--- config.mk ---
export PLATFORM = sky130hd
export DESIGN_NAME = pll_cfg_bank
export DESIGN_NICKNAME = d
export VERILOG_FILES = /design/src/rtl/pll_cfg_pkg.sv /design/src/rtl/pll_cfg_decode.sv /design/src/rtl/pll_cfg_hwreg.sv /design/src/rtl/pll_lock_sync.sv /design/src/rtl/pll_cfg_bank.sv
export SDC_FILE = /design/constraint.sdc
export NUM_CORES = 1
export LEC_CHECK = 0
export BUFFER_PORTS_ARGS = -buffer_cell sky130_fd_sc_hd__buf_2
export CAP_MARGIN = 20
export CORE_MARGIN = 8
export CORE_UTILIZATION = 47
export CTS_CLUSTER_DIAMETER = 30
export DETAILED_ROUTE_END_ITERATION = 8
export GPL_TIMING_DRIVEN = 0
export PLACE_DENSITY = 0.81
export SLEW_MARGIN = 40
export SYNTH_ARGS = -nofsm -noshare
export SYNTH_HDL_FRONTEND = slang
export SYNTH_HIERARCHICAL = 1
export SYNTH_SLANG_ARGS = --single-unit
--- constraint.sdc ---
create_clock -name clk -period 2.2 [get_ports clk]
set_clock_uncertainty 0.05 [all_clocks]
set_input_delay 0.11 -clock clk [delete_from_list [all_inputs] [get_ports clk]]
set_output_delay 0.11 -clock clk [all_outputs]
set_load 0.05 [all_outputs]
--- src/rtl/pll_cfg_pkg.sv ---
package pll_cfg_pkg;

  localparam int unsigned DATA_W = 32;
  localparam int unsigned HALF_W = 16;
  localparam int unsigned NUM_REGS = 3;

  // field widths
  localparam int unsigned FB_W    = 12;
  localparam int unsigned PD_W    = 3;
  localparam int unsigned REF_W   = 6;
  localparam int unsigned FRAC_W  = 24;

  // register 0 positions
  localparam int unsigned FB_LSB  = 0;
  localparam int unsigned PD1_LSB = 12;
  // register 1 positions
  localparam int unsigned REF_LSB = 0;
  localparam int unsigned PD2_LSB = 6;
  localparam int unsigned LOCK_BIT = 10;
  localparam int unsigned BYP_BIT  = 12;
  localparam int unsigned PWR_BIT  = 13;

  // implemented (storable) bits
  localparam logic [HALF_W-1:0] R0_IMPL = 16'h7FFF;
  localparam logic [HALF_W-1:0] R1_IMPL = 16'h31FF;
  localparam logic [FRAC_W-1:0] R2_IMPL = '1;

  // reset contents
  localparam logic [HALF_W-1:0] R0_RST = 16'h1001;
  localparam logic [HALF_W-1:0] R1_RST = 16'h3041;
  localparam logic [FRAC_W-1:0] R2_RST = '0;

  // byte address of register n
  function automatic int unsigned reg_offset(input int unsigned n);
    return 4 * n;
  endfunction

  // bit-enable merge of a half-word register
  function automatic logic [HALF_W-1:0] masked_merge(
      input logic [HALF_W-1:0] old_q,
      input logic [DATA_W-1:0] word,
      input logic [HALF_W-1:0] impl);
    logic [HALF_W-1:0] en;
    en = word[DATA_W-1:HALF_W] & impl;
    return (old_q & ~en) | (word[HALF_W-1:0] & en);
  endfunction

endpackage

--- src/rtl/pll_cfg_decode.sv ---
module pll_cfg_decode #(
  parameter int unsigned ADDR_W = 8
) (
  input  logic [ADDR_W-1:0]                    addr,
  output logic [pll_cfg_pkg::NUM_REGS-1:0]     sel
);
  import pll_cfg_pkg::*;

  for (genvar n = 0; n < NUM_REGS; n++) begin : g_sel
    localparam logic [ADDR_W-1:0] OFS = ADDR_W'(reg_offset(n));
    assign sel[n] = (addr == OFS);
  end
endmodule

--- src/rtl/pll_cfg_hwreg.sv ---
module pll_cfg_hwreg #(
  parameter int unsigned     WIDTH  = 16,
  parameter logic [WIDTH-1:0] RST   = '0,
  parameter logic [WIDTH-1:0] IMPL  = '1,
  parameter bit              MASKED = 1'b1
) (
  input  logic                           clk,
  input  logic                           rst_n,
  input  logic                           wr_en,
  input  logic [pll_cfg_pkg::DATA_W-1:0] wdata,
  output logic [WIDTH-1:0]               q
);
  import pll_cfg_pkg::*;

  logic [WIDTH-1:0] nxt;

  if (MASKED) begin : g_masked
    // per-bit enables from the upper half-word
    logic [WIDTH-1:0] en;
    assign en  = wdata[HALF_W +: WIDTH] & IMPL;
    assign nxt = (q & ~en) | (wdata[WIDTH-1:0] & en);
    if (WIDTH < HALF_W) begin : g_pad
      logic unused_pad;
      assign unused_pad = ^{wdata[DATA_W-1:HALF_W+WIDTH], wdata[HALF_W-1:WIDTH]};
    end
  end else begin : g_plain
    assign nxt = wdata[WIDTH-1:0] & IMPL;
    if (WIDTH < DATA_W) begin : g_pad
      logic unused_hi;
      assign unused_hi = ^wdata[DATA_W-1:WIDTH];
    end
  end

  always_ff @(posedge clk or negedge rst_n) begin
    if (!rst_n)     q <= RST & IMPL;
    else if (wr_en) q <= nxt;
  end
endmodule

--- src/rtl/pll_lock_sync.sv ---
module pll_lock_sync #(
  parameter int unsigned STAGES = 2
) (
  input  logic clk,
  input  logic rst_n,
  input  logic async_in,
  output logic sync_out
);
  if (STAGES == 0) begin : g_bypass
    assign sync_out = async_in;
  end else begin : g_chain
    logic [STAGES-1:0] pipe;
    always_ff @(posedge clk or negedge rst_n) begin
      if (!rst_n) pipe <= '0;
      else begin
        pipe[0] <= async_in;
        for (int i = 1; i < STAGES; i++) pipe[i] <= pipe[i-1];
      end
    end
    assign sync_out = pipe[STAGES-1];
  end
endmodule

--- src/rtl/pll_cfg_bank.sv ---
module pll_cfg_bank #(
  parameter int unsigned ADDR_W           = 8,
  parameter int unsigned LOCK_SYNC_STAGES = 2
) (
  input  logic              clk,
  input  logic              rst_n,
  input  logic [ADDR_W-1:0] bus_addr,
  input  logic [31:0]       bus_wdata,
  input  logic              bus_we,
  output logic [31:0]       bus_rdata,
  input  logic              pll_lock,
  output logic [11:0]       fb_div,
  output logic [2:0]        post_div1,
  output logic [5:0]        ref_div,
  output logic [2:0]        post_div2,
  output logic              frac_bypass,
  output logic              power_down,
  output logic [23:0]       frac_val
);
  import pll_cfg_pkg::*;

  logic [NUM_REGS-1:0] sel;
  logic [NUM_REGS-1:0] wr_hit;
  logic [HALF_W-1:0]   r0_q;
  logic [HALF_W-1:0]   r1_q;
  logic [FRAC_W-1:0]   r2_q;
  logic                lock_q;

  pll_cfg_decode #(.ADDR_W(ADDR_W)) u_decode (
    .addr (bus_addr),
    .sel  (sel)
  );

  assign wr_hit = sel & {NUM_REGS{bus_we}};

  pll_cfg_hwreg #(.WIDTH(HALF_W), .RST(R0_RST), .IMPL(R0_IMPL), .MASKED(1'b1)) u_reg0 (
    .clk (clk), .rst_n (rst_n), .wr_en (wr_hit[0]), .wdata (bus_wdata), .q (r0_q)
  );

  pll_cfg_hwreg #(.WIDTH(HALF_W), .RST(R1_RST), .IMPL(R1_IMPL), .MASKED(1'b1)) u_reg1 (
    .clk (clk), .rst_n (rst_n), .wr_en (wr_hit[1]), .wdata (bus_wdata), .q (r1_q)
  );

  pll_cfg_hwreg #(.WIDTH(FRAC_W), .RST(R2_RST), .IMPL(R2_IMPL), .MASKED(1'b0)) u_reg2 (
    .clk (clk), .rst_n (rst_n), .wr_en (wr_hit[2]), .wdata (bus_wdata), .q (r2_q)
  );

  pll_lock_sync #(.STAGES(LOCK_SYNC_STAGES)) u_lock (
    .clk (clk), .rst_n (rst_n), .async_in (pll_lock), .sync_out (lock_q)
  );

  // field decode
  assign fb_div      = r0_q[FB_LSB  +: FB_W];
  assign post_div1   = r0_q[PD1_LSB +: PD_W];
  assign ref_div     = r1_q[REF_LSB +: REF_W];
  assign post_div2   = r1_q[PD2_LSB +: PD_W];
  assign frac_bypass = r1_q[BYP_BIT];
  assign power_down  = r1_q[PWR_BIT];
  assign frac_val    = r2_q;

  // read path
  logic [HALF_W-1:0] r1_view;
  always_comb begin
    r1_view = r1_q;
    r1_view[LOCK_BIT] = lock_q;
  end

  always_comb begin
    unique case (1'b1)
      sel[0]:  bus_rdata = {{HALF_W{1'b0}}, r0_q};
      sel[1]:  bus_rdata = {{HALF_W{1'b0}}, r1_view};
      sel[2]:  bus_rdata = {{(DATA_W-FRAC_W){1'b0}}, r2_q};
      default: bus_rdata = '0;
    endcase
  end
endmodule

==> summary.md <==
| Metric | Value |
|---|---|
| Status | `finished clean` |
| Grt met1 use | `0.206` |
| CTS sink count | `52` |
| Worst min path class | `in -> reg` |
| Worst setup SP type | `input pin` |
| # IOs | `about 130` |
| Int Pwr | `1.68 mW` |
| Final Max Tran Viols | `0` |
| Hold_sp | `bus_wdata[13]` |
| Crit path DAT | `2250 ps` |
| Fraction of layout cells with a size suffix above 1 | `0.602` |
| Final instance area | `0.00363 mm²` |
| PwrDens | `623 mW/mm²` |
| Crit-path max FO | `10` |
| Setup Crit Path Kind | `in -> reg` |
| Fin nets | `387` |
| Post-DP HPWL | `5630 µm` |
| Crit path top cell by count | `buf_2` |
| Post-DRT Antenna Nets | `0` |
| Worst Path Required | `between 2000 and 2500 ps` |
| Peak supply drop | `0.326 mV` |
| Antenna diode count | `0` |
| Num CTS Buffers | `5` |
| Min Hold Slack | `10.1 ps` |
| Fmax | `471 MHz` |
| Overflow after GRT | `0` |
| Number of global-route vias before repair | `2,319` |
| R2R Path Start | `u_reg2/q[18]$_DFFE_PN0P_` |
| Post-route setup TNS | `0 ps` |
| CP Capture Type | `flop` |
| CTS tree | `built` |
| Cells after Synth | `205` |
| Rel. slew slack | `0.567` |
| Avg Inst Size Synth | `approximately 13 µm²` |
| Vias | `roughly 2.1k` |
| Worst hold path stage count | `2` |
| Placer Congestion | `about 0.82` |
| IO Port Bufs | `roughly 120` |
| Crit. Startpoint | `bus_addr[1]` |
| Avg WL per Cell | `18.2 µm` |
| Pleak | `approximately 2.2 nW` |
| Routed vias/inst | `5.02` |
| Worst skew pair latency | `~300 ps` |
| Largest net degree at the start of global routing | `53` |
| Max incr delay on CP | `560 ps` |
| Fillers | `442` |
| Site row count | `27` |
| Detailed Route WL | `between 7000 and 8000 µm` |
| Die height | `between 90 and 100 µm` |
| Clock tree buffer depth | `2` |
| Core Region | `0.00554 mm²` |
| Combinational power share | `0.153` |
| Final setup margin | `roughly 79 ps` |
| Psw | `between 0.5 and 0.6 mW` |
| Area of the multi-input gates | `0.00115 mm²` |
| Min Clock Period, post-route | `2120 ps` |
| DRC | `0` |
| Initial Util | `0.487` |
| Sequential Power Share | `0.452` |
| Clock Root Buffer | `clkbuf_8` |
| Sw Share | `0.258` |
| Reg area | `0.00131 mm²` |
| Die area | `0.00842 mm²` |
| Global-route wire length before repair | `between 10,000 and 15,000 µm` |
| Period utilization | `0.964` |
| Initial antenna violation count | `0` |
| Met3 capacity usage during global routing | `0.0554` |
| Pre-CTS setup slack | `-467 ps` |
| Dpl cell area | `between 0.003 and 0.004 mm²` |
| R2R depth | `1` |
| Max-cap violations | `0` |
| RSZ-0062 raised after global routing | `false` |
| GR Util All Layers | `0.174` |
| Slowest CP cell | `or4_4` |
| Mapped cell area | `0.00270 mm²` |
| Die W | `~92 µm` |
| Slew @ Worst Pin | `650 ps` |
| Iteration-0 DRC Markers | `143` |
| GR peak layer | `met2` |
| Clock network fraction of design power | `0.395` |
| Final hold violation count | `0` |
| Worst path cell trace | `buf_2 > or4_4 > nor2_1 > buf_2 > buf_2 > and2_2 > buf_6 > nand2_1 > mux2_4` |
| Initial DRT Pass Iterations | `8` |
| # Post-CTS Setup Buffers | `0` |
| Area growth from synthesis to layout | `34.7%` |
| Count of warnings emitted by yosys | `6` |
| H-tree levels | `2` |
| M2 GR Usage | `0.303` |
| Clock transition at path regs | `100 ps` |
| Setup-failing EPs final | `0` |
[layer usage]
layer  vias up  wire, µm  share of wire
met2       104      3770           0.50
met5         -         0              0
met3         4       672          0.089
met4         0        32         0.0042
met1      1016      3100           0.41
li1        965         -              -
[repair_timing]
item | 4_1_cts | 5_1_grt
hold endpoints to repair | 52 | 0
resized for setup | 1 | 1
setup endpoints to repair | 41 | 10
hold buffers | 5 | 0
[through the flow]
step,utilization,std cells,total power [mW]
global route,0.656,416,2.34
CTS,0.656,416,2.28
floorplan,-,215,1.26
global placement,0.616,403,1.37
detailed placement,0.616,403,1.38
finish,0.656,416,2.26
[critical path: cells and delay by family]
family	cells	cell delay, ps
AND/OR/NAND/NOR	4	1040
buffers and inverters	4	780
multiplexers	1	300
[cell usage in the layout, fill, tap and decap left out]
cell type        n
and2_1          10
and2_2           1
bufinv_16        3
dfstp_2          6
inv_1           16
or4_1            1
conb_1          13
a222oi_1        16
mux2_2          10
dfrtp_1         46
buf_12           2
nand2b_1         2
nor2_1           1
mux2_4          40
buf_2          117
buf_4           14
buf_6            6
nand2_1         26
dlygate4sd3_1    5
buf_8            1
clkbuf_8         5
nor4_4           1
nor4_1           1
or4_4            1
[power by group through the flow]
stage	clock [mW]	sequential, mW	combinational [mW]
2_1_floorplan	0	1.16	0.103
3_3_place_gp	0	1.04	0.334
3_5_place_dp	0	1.04	0.339
4_1_cts	0.906	1.02	0.348
5_1_grt	0.947	1.03	0.365
6_report	0.894	1.02	0.346
[layout make-up]
cell class	count	share of cell area
repair buffers	121	0.174
flip-flops and latches	52	0.360
inverters	16	0.0165
multi-input cells	123	0.317
clock inverters	3	0.0248
plain buffers	24	0.0634
well taps	72	0.0248
clock buffers	5	0.0189
[final timing paths]
check	slack, ps	endpoint
min	10	u_reg2/q[13]$_DFFE_PN0P_
max	80	flop
max in group asynchronous	1330	u_reg2/q[15]$_DFFE_PN0P_
min in group asynchronous	320	u_reg2/q[9]$_DFFE_PN0P_
min reg2reg	320	u_lock/g_chain.pipe[1]$_DFF_PN0_
max reg2reg	1350	u_reg2/q[18]$_DFFE_PN0P_
Note: power is estimated with default switching activity, not from simulation.
